$ cat config.mk
export PLATFORM = sky130hd
export DESIGN_NAME = pm_timeout_manager
export DESIGN_NICKNAME = d
export VERILOG_FILES = /design/src/rtl/pm_pkg.sv /design/src/rtl/pm_latency_timer.sv /design/src/rtl/pm_timeout_adapt.sv /design/src/rtl/pm_event_counters.sv /design/src/rtl/pm_timeout_manager.sv
export SDC_FILE = /design/constraint.sdc
export NUM_CORES = 1
export LEC_CHECK = 0
export ABC_AREA = 1
export CAP_MARGIN = 20
export CORE_UTILIZATION = 40
export DETAILED_ROUTE_END_ITERATION = 7
export PLACE_DENSITY = 0.62
export SYNTH_ARGS = -nofsm -noshare
export SYNTH_HDL_FRONTEND = slang
export SYNTH_SLANG_ARGS = --single-unit
export TNS_END_PERCENT = 50
$ cat constraint.sdc
create_clock -name clk -period 9 [get_ports clk]
set_input_delay 2.25 -clock clk [delete_from_list [all_inputs] [get_ports clk]]
set_output_delay 2.25 -clock clk [all_outputs]
set_load 0.03 [all_outputs]
$ cat src/rtl/pm_pkg.sv
`timescale 1ns/1ps
package pm_pkg;

    // Controller states: three stable states plus one per directed move
    typedef enum logic [2:0] {
        S_RUN   = 3'd0,
        S_IDLE  = 3'd1,
        S_SLEEP = 3'd2,
        S_R2I   = 3'd3,
        S_I2R   = 3'd4,
        S_R2S   = 3'd5,
        S_I2S   = 3'd6,
        S_S2R   = 3'd7
    } pm_fsm_e;

    // Externally visible state code
    typedef enum logic [1:0] {
        CODE_RUN   = 2'd0,
        CODE_IDLE  = 2'd1,
        CODE_SLEEP = 2'd2
    } pm_code_e;

    // Latency class of a move
    typedef enum logic [1:0] {
        LAT_NONE  = 2'd0,
        LAT_SHORT = 2'd1,
        LAT_SHUT  = 2'd2,
        LAT_WAKE  = 2'd3
    } pm_lat_e;

    // Result of classifying one shutdown
    typedef struct packed {
        logic valid;
        logic wrong;
    } pm_verdict_t;

    localparam int PWR_W = 19;
    localparam logic [PWR_W-1:0] PWR_RUN_UW   = 19'd400000;
    localparam logic [PWR_W-1:0] PWR_IDLE_UW  = 19'd50000;
    localparam logic [PWR_W-1:0] PWR_SLEEP_UW = 19'd160;

    // State shown outside: a move reports the state it leaves
    function automatic pm_code_e code_of(pm_fsm_e s);
        case (s)
            S_RUN, S_R2I, S_R2S: return CODE_RUN;
            S_IDLE, S_I2R, S_I2S: return CODE_IDLE;
            default:             return CODE_SLEEP;
        endcase
    endfunction

    function automatic logic is_moving(pm_fsm_e s);
        return (s == S_R2I) || (s == S_I2R) || (s == S_R2S) ||
               (s == S_I2S) || (s == S_S2R);
    endfunction

    // States in which the shutdown length is accumulated
    function automatic logic in_shutdown_phase(pm_fsm_e s);
        return (s == S_R2S) || (s == S_I2S) || (s == S_SLEEP);
    endfunction

    function automatic pm_lat_e lat_class_of(pm_fsm_e s);
        case (s)
            S_R2I, S_I2R: return LAT_SHORT;
            S_R2S, S_I2S: return LAT_SHUT;
            S_S2R:        return LAT_WAKE;
            default:      return LAT_NONE;
        endcase
    endfunction

    function automatic logic [PWR_W-1:0] power_of(pm_code_e c);
        case (c)
            CODE_RUN:  return PWR_RUN_UW;
            CODE_IDLE: return PWR_IDLE_UW;
            default:   return PWR_SLEEP_UW;
        endcase
    endfunction

endpackage

$ cat src/rtl/pm_latency_timer.sv
`timescale 1ns/1ps
module pm_latency_timer #(
    parameter int W = 8
) (
    input  logic         clk,
    input  logic         rst,
    input  logic         start_i,
    input  logic [W-1:0] load_i,
    output logic         done_o
);

    logic [W-1:0] remain_q;

    always_ff @(posedge clk) begin
        if (rst) begin
            remain_q <= '0;
        end else if (start_i) begin
            remain_q <= load_i;
        end else if (remain_q != '0) begin
            remain_q <= remain_q - W'(1);
        end
    end

    // A move loaded with L-1 lasts exactly L cycles
    assign done_o = (remain_q == '0);

endmodule

$ cat src/rtl/pm_timeout_adapt.sv
`timescale 1ns/1ps
module pm_timeout_adapt
    import pm_pkg::*;
#(
    parameter int TMO_W = 16
) (
    input  logic             clk,
    input  logic             rst,
    input  logic             adaptive_i,
    input  logic [TMO_W-1:0] timeout_i,
    input  logic [TMO_W-1:0] tmo_min_i,
    input  logic [TMO_W-1:0] tmo_max_i,
    input  pm_verdict_t      verdict_i,
    output logic [TMO_W-1:0] eff_tmo_o
);

    logic [TMO_W-1:0] adapt_q;
    logic [TMO_W-1:0] adapt_d;
    logic [TMO_W:0]   doubled;
    logic [TMO_W-1:0] grown;
    logic [TMO_W-1:0] shrunk;
    logic [TMO_W-1:0] seed;

    always_comb begin
        // Seed: input value pulled into the window
        if (timeout_i < tmo_min_i) begin
            seed = tmo_min_i;
        end else if (timeout_i > tmo_max_i) begin
            seed = tmo_max_i;
        end else begin
            seed = timeout_i;
        end

        // Growth after a wrong shutdown, limited by the upper bound
        doubled = {adapt_q, 1'b0};
        if (doubled > {1'b0, tmo_max_i}) begin
            grown = tmo_max_i;
        end else if (doubled[TMO_W-1:0] < tmo_min_i) begin
            grown = tmo_min_i;
        end else begin
            grown = doubled[TMO_W-1:0];
        end

        // Shrink after a correct shutdown, limited by the lower bound
        if ((adapt_q >> 1) < tmo_min_i) begin
            shrunk = tmo_min_i;
        end else if ((adapt_q >> 1) > tmo_max_i) begin
            shrunk = tmo_max_i;
        end else begin
            shrunk = adapt_q >> 1;
        end

        adapt_d = adapt_q;
        if (!adaptive_i) begin
            adapt_d = seed;
        end else if (verdict_i.valid) begin
            adapt_d = verdict_i.wrong ? grown : shrunk;
        end
    end

    always_ff @(posedge clk) begin
        if (rst) begin
            adapt_q <= '0;
        end else begin
            adapt_q <= adapt_d;
        end
    end

    assign eff_tmo_o = adaptive_i ? adapt_q : timeout_i;

endmodule

$ cat src/rtl/pm_event_counters.sv
`timescale 1ns/1ps
module pm_event_counters #(
    parameter int N = 2,
    parameter int W = 16
) (
    input  logic                clk,
    input  logic                rst,
    input  logic [N-1:0]        bump_i,
    output logic [N-1:0][W-1:0] count_o
);

    genvar g;
    generate
        for (g = 0; g < N; g++) begin : g_cnt
            logic [W-1:0] cnt_q;
            always_ff @(posedge clk) begin
                if (rst) begin
                    cnt_q <= '0;
                end else if (bump_i[g] && (cnt_q != '1)) begin
                    cnt_q <= cnt_q + W'(1);
                end
            end
            assign count_o[g] = cnt_q;
        end
    endgenerate

endmodule

$ cat src/rtl/pm_timeout_manager.sv
`timescale 1ns/1ps
module pm_timeout_manager
    import pm_pkg::*;
#(
    parameter int CYC_PER_US      = 8,
    parameter int LAT_RUN_IDLE_US = 10,
    parameter int LAT_SHUT_US     = 90,
    parameter int LAT_WAKE_US     = 160000,
    parameter int TMO_W           = 16,
    parameter int CNT_W           = 16
) (
    input  logic             clk,
    input  logic             rst,
    input  logic             busy_i,
    input  logic             wake_i,
    input  logic [TMO_W-1:0] timeout_i,
    input  logic [TMO_W-1:0] breakeven_i,
    input  logic             adaptive_i,
    input  logic [TMO_W-1:0] tmo_min_i,
    input  logic [TMO_W-1:0] tmo_max_i,
    output logic [1:0]       pm_state_o,
    output logic             in_transition_o,
    output logic [18:0]      power_uw_o,
    output logic [TMO_W-1:0] cur_timeout_o,
    output logic [CNT_W-1:0] shutdowns_o,
    output logic [CNT_W-1:0] wrong_shutdowns_o
);

    localparam int SHORT_CYC = LAT_RUN_IDLE_US * CYC_PER_US;
    localparam int SHUT_CYC  = LAT_SHUT_US * CYC_PER_US;
    localparam int WAKE_CYC  = LAT_WAKE_US * CYC_PER_US;
    localparam int MAX_AB    = (SHORT_CYC > SHUT_CYC) ? SHORT_CYC : SHUT_CYC;
    localparam int MAX_CYC   = (MAX_AB > WAKE_CYC) ? MAX_AB : WAKE_CYC;
    localparam int LAT_W     = $clog2(MAX_CYC + 1);
    localparam logic [LAT_W-1:0] LOAD_SHORT = LAT_W'(SHORT_CYC - 1);
    localparam logic [LAT_W-1:0] LOAD_SHUT  = LAT_W'(SHUT_CYC - 1);
    localparam logic [LAT_W-1:0] LOAD_WAKE  = LAT_W'(WAKE_CYC - 1);

    pm_fsm_e          st_q, st_d;
    logic [TMO_W-1:0] idle_cnt_q;
    logic [TMO_W-1:0] sd_len_q;
    logic             wake_seen_q;
    logic             sd_start;
    logic             lat_start;
    logic [LAT_W-1:0] lat_load;
    logic             lat_done;
    pm_verdict_t      verdict;
    logic [TMO_W-1:0] eff_tmo;
    logic             idle_expired;
    logic [1:0][CNT_W-1:0] counts;

    assign idle_expired = ((TMO_W+1)'(idle_cnt_q) + (TMO_W+1)'(1)) >= (TMO_W+1)'(eff_tmo);

    // Next-state decision
    always_comb begin
        st_d          = st_q;
        sd_start      = 1'b0;
        verdict.valid = 1'b0;
        verdict.wrong = (sd_len_q < breakeven_i);
        case (st_q)
            S_RUN: begin
                if (!busy_i) begin
                    if (eff_tmo == '0) begin
                        st_d     = S_R2S;
                        sd_start = 1'b1;
                    end else begin
                        st_d = S_R2I;
                    end
                end
            end
            S_IDLE: begin
                if (busy_i || wake_i) begin
                    st_d = S_I2R;
                end else if (idle_expired) begin
                    st_d     = S_I2S;
                    sd_start = 1'b1;
                end
            end
            S_SLEEP: begin
                if (wake_i) begin
                    verdict.valid = 1'b1;
                    st_d          = S_S2R;
                end
            end
            S_R2S, S_I2S: begin
                if (wake_i && !wake_seen_q) begin
                    verdict.valid = 1'b1;
                end
                if (lat_done) begin
                    st_d = (wake_seen_q || wake_i) ? S_S2R : S_SLEEP;
                end
            end
            S_R2I: if (lat_done) st_d = S_IDLE;
            S_I2R: if (lat_done) st_d = S_RUN;
            S_S2R: if (lat_done) st_d = S_RUN;
            default: st_d = S_RUN;
        endcase
    end

    // Latency selection for a newly started move
    always_comb begin
        lat_start = is_moving(st_d) && (st_d != st_q);
        case (lat_class_of(st_d))
            LAT_SHORT: lat_load = LOAD_SHORT;
            LAT_SHUT:  lat_load = LOAD_SHUT;
            LAT_WAKE:  lat_load = LOAD_WAKE;
            default:   lat_load = '0;
        endcase
    end

    always_ff @(posedge clk) begin
        if (rst) begin
            st_q        <= S_RUN;
            idle_cnt_q  <= '0;
            sd_len_q    <= '0;
            wake_seen_q <= 1'b0;
        end else begin
            st_q <= st_d;

            if ((st_d == S_IDLE) && (st_q != S_IDLE)) begin
                idle_cnt_q <= '0;
            end else if ((st_q == S_IDLE) && (st_d == S_IDLE) && (idle_cnt_q != '1)) begin
                idle_cnt_q <= idle_cnt_q + TMO_W'(1);
            end

            if (sd_start) begin
                sd_len_q <= '0;
            end else if (in_shutdown_phase(st_q) && (sd_len_q != '1)) begin
                sd_len_q <= sd_len_q + TMO_W'(1);
            end

            if (sd_start) begin
                wake_seen_q <= 1'b0;
            end else if (verdict.valid) begin
                wake_seen_q <= 1'b1;
            end
        end
    end

    pm_latency_timer #(
        .W (LAT_W)
    ) u_lat (
        .clk     (clk),
        .rst     (rst),
        .start_i (lat_start),
        .load_i  (lat_load),
        .done_o  (lat_done)
    );

    pm_timeout_adapt #(
        .TMO_W (TMO_W)
    ) u_tmo (
        .clk        (clk),
        .rst        (rst),
        .adaptive_i (adaptive_i),
        .timeout_i  (timeout_i),
        .tmo_min_i  (tmo_min_i),
        .tmo_max_i  (tmo_max_i),
        .verdict_i  (verdict),
        .eff_tmo_o  (eff_tmo)
    );

    pm_event_counters #(
        .N (2),
        .W (CNT_W)
    ) u_cnt (
        .clk     (clk),
        .rst     (rst),
        .bump_i  ({verdict.valid && verdict.wrong, sd_start}),
        .count_o (counts)
    );

    assign pm_state_o        = code_of(st_q);
    assign in_transition_o   = is_moving(st_q);
    assign power_uw_o        = power_of(code_of(st_q));
    assign cur_timeout_o     = eff_tmo;
    assign shutdowns_o       = counts[0];
    assign wrong_shutdowns_o = counts[1];

endmodule

==> results.cfg <==
[status]
status = finished, final reports clean

[setup_path]
reg2reg_to = u_cnt.g_cnt[0].cnt_q[5]
required_ps = 6750
worstSetupEndpointType = output port
rrSetupSlack_ps = 4790
max_stage_delay_ps = 960
r2r_cells = 27
crit_buf_inv = 3
cp.depth = 4
cp-endpoint = cur_timeout_o[9]
crit_arrival_ps = 4690
critPathMostFrequentCell = clkdlybuf4s50_1
crit_chain = clkdlybuf4s50_1 -> inv_2 -> o21ai_1 -> clkdlybuf4s50_1
crit_family = buffers and inverters
path_class = input pin to output port
critPathMaxFanout = 25
cp-start-kind = input pin
crit_start = adaptive_i
cp_slowest_cell = clkdlybuf4s50_1
r2r_start = idle_cnt_q[0]

[global_route]
grt_overflow_total = 0
grtUsageTotal_pct = 23.8
antenna_found_initial = 2
grt_pass1_wl_mm = 49.8
grt_max_degree = 38
grt_pass1_vias = 9530

[sta]
fin_skew_ps = 16.7
setup_violations = 0
finalMaxSlewViolations = 0
fin_setup_tns_ps = 0
worstMarginPinSlew_ps = 1010
final.period_utilization_pct = 77.2
maxSlewHeadroom_pct = 32.3
grt_setup_unrepaired = no
layout_min_cycle_time_ps = 6940
fmax_ghz = 0.144
hold_viol_final = 0

[floorplan]
dieArea_sq_mm = 0.0260
fp.dieW_microns = 161
start_util_pct = 41.2
ios = 139
core.rowCount = 57
die_height_microns = 161
coreArea_sq_mm = 0.0246

[clock_network]
htreeDepth = 3
clk_path_buf_depth = 2
cts_resized = 0
worstSkewPairLatency_ps = 370
path_clk_slew_ps = 70
root_buffer = clkbuf_16
clkSinkCount = 105
cts_buffers = 9
cts_tree = done
cts_setup_buffers = 0
hold_buffers = 0

[logic_synthesis]
synth_mux_area_share_pct = 0
synthesis.area_sq_mm = 0.0101
netlist_instances = 1595
synth_compound_area_share_pct = 13.6
synthAdderAreaFrac_pct = 15.7
synth_top_family_by_area = simple AND/OR/NAND/NOR gates
synth.ff_latch_count = 105
synth-async-reset-ratio_pct = 0
synth_edf_count = 0
synth_cell_type_count = 45
yosys.area_share.simple_pct = 34.1
yosysWarnings = 0
avgSynthCellArea_sq_um = 6.36
yosysSeqAreaShare_pct = 20.7
ys.flop_type = dfxtp_1
synth_xor_area_share_pct = 4.23

[drt]
dr.pass1.iters = 7
dr.first_iter.drc_count = 766
via_per_inst = 5.22
drt-total-wl_mm = 30.8
detail-route-antenna-nets = 0
drcViolationCount = 0
num_vias = 10500
wl_per_cell_microns = 15.2

[cells_and_area]
area_delta_synth_final_pct = 17.5
drive_above_1_share_pct = 4.37
final_common_cell = nand2_1
multi_input_area_sq_mm = 0.00688
seq_area_sq_mm = 0.00210
n_fill_cell = 2510
final_nets = 1884
final_cell_mix = nand2_1 (352), inv_1 (210), nand3_1 (173)

[placement]
gp_congestion = 0.903
hpwl_mm = 24.2
io_buffers = 131

[power]
leakage_nw = 5.51
ir_drop_v = 0.000220
power_mw = 2.33
powerDensity_mw_per_mm2 = 196

[hold_path]
worst_hold_path_type = flop to flop

[job]
max_cap_viol_count = 0
metrics by stage:
step,instance area (sq um),worst slack (ps),util (%),instances,hold slack [ps]
finish,11900,2060,48.4,2020,477
global route,11900,1880,48.4,2019,495
CTS,11900,2060,48.4,2017,481
detailed placement,11600,2060,47.1,2001,468
global placement,11600,2150,47.1,2001,450
floorplan,10200,3920,-,1601,441
cell usage after synthesis (all sizes together) (14+ instances only):
cell	instances	area [sq um]
buf	34	241
nor2	133	532
ha	127	1590
nand3b	14	105
nand2	368	1440
dfxtp	105	2100
xor2	32	280
o21ai	96	488
clkbuf	29	109
nand4	30	188
a21oi	132	664
nand3	177	913
nor3	29	145
xnor2	17	149
inv	220	826
layer usage:
metal  vias up  wire length, microns  GRT usage [%]
li1       5433                     -              -
met1      4749                 14400           33.5
met2       340                 13800           37.6
met3        24                  2130           4.01
met4         0                   510           5.45
met5         -                     0              0
worst min path at each step:
stage / start / end / slack [ps] / cells past startpoint
2_1_floorplan: idle_cnt_q[3] / idle_cnt_q[3] / 440 / 2
3_3_place_gp: idle_cnt_q[3] / idle_cnt_q[3] / 450 / 2
3_5_place_dp: wake_seen_q / wake_seen_q / 470 / 2
4_1_cts: wake_seen_q / wake_seen_q / 480 / 2
5_1_grt: u_cnt.g_cnt[0].cnt_q[4] / u_cnt.g_cnt[0].cnt_q[4] / 490 / 2
6_report: idle_cnt_q[3] / idle_cnt_q[3] / 480 / 2
logic make-up after synthesis:
logic type | Yosys count
DFF | 105
buffers and inverters | 285
and+or+nand+nor | 772
xor gates and xnor gates | 49
AOI/OAI and AO/OA | 256
other | 1
adders and majority gates | 127
area by class of cell:
class | count | share of cell area (%)
antenna | 3 | 0.0630
multi-input combinational | 1211 | 57.7
clock buffer | 10 | 1.92
tap | 324 | 3.40
timing repair buffer | 139 | 11.5
inverter | 222 | 7.00
clock inverter | 6 | 0.714
sequential | 105 | 17.6
registers in the layout (all words and copies together) (netlist names):
signal,flops
idle_cnt_q,16
sd_len_q,16
st_q,3
u_cnt.g_cnt.cnt_q,32
u_lat.remain_q,21
u_tmo.adapt_q,16
wake_seen_q,1
power by group:
group	switching (mW)	internal, mW	total [mW]
Combinational	0.830	0.466	1.30
Sequential	0.0763	0.524	0.600
Clock	0.210	0.224	0.434
Total	1.12	1.21	2.33
worst register-to-register path: stages, from the launching register on:
cell	delay, ps
dfxtp_1	430
ha_1	220
nand2_1	70
nor2_2	150
nand2_1	130
nor2_1	160
nand3_1	130
nor2_1	160
xor2_1	240
inv_1	80
ha_1	300
nand2_1	50
inv_1	80
nand2_1	60
nor2_1	90
nand2_1	50
nand3_1	60
nand2_1	80
nand3_2	230
nand2_1	180
nand2_1	170
nand2_1	290
inv_2	250
nand4_1	160
nor2_1	150
nand2_1	60
nand2_1	60
nor2_1	40
Power figures use the tool's default switching activity.
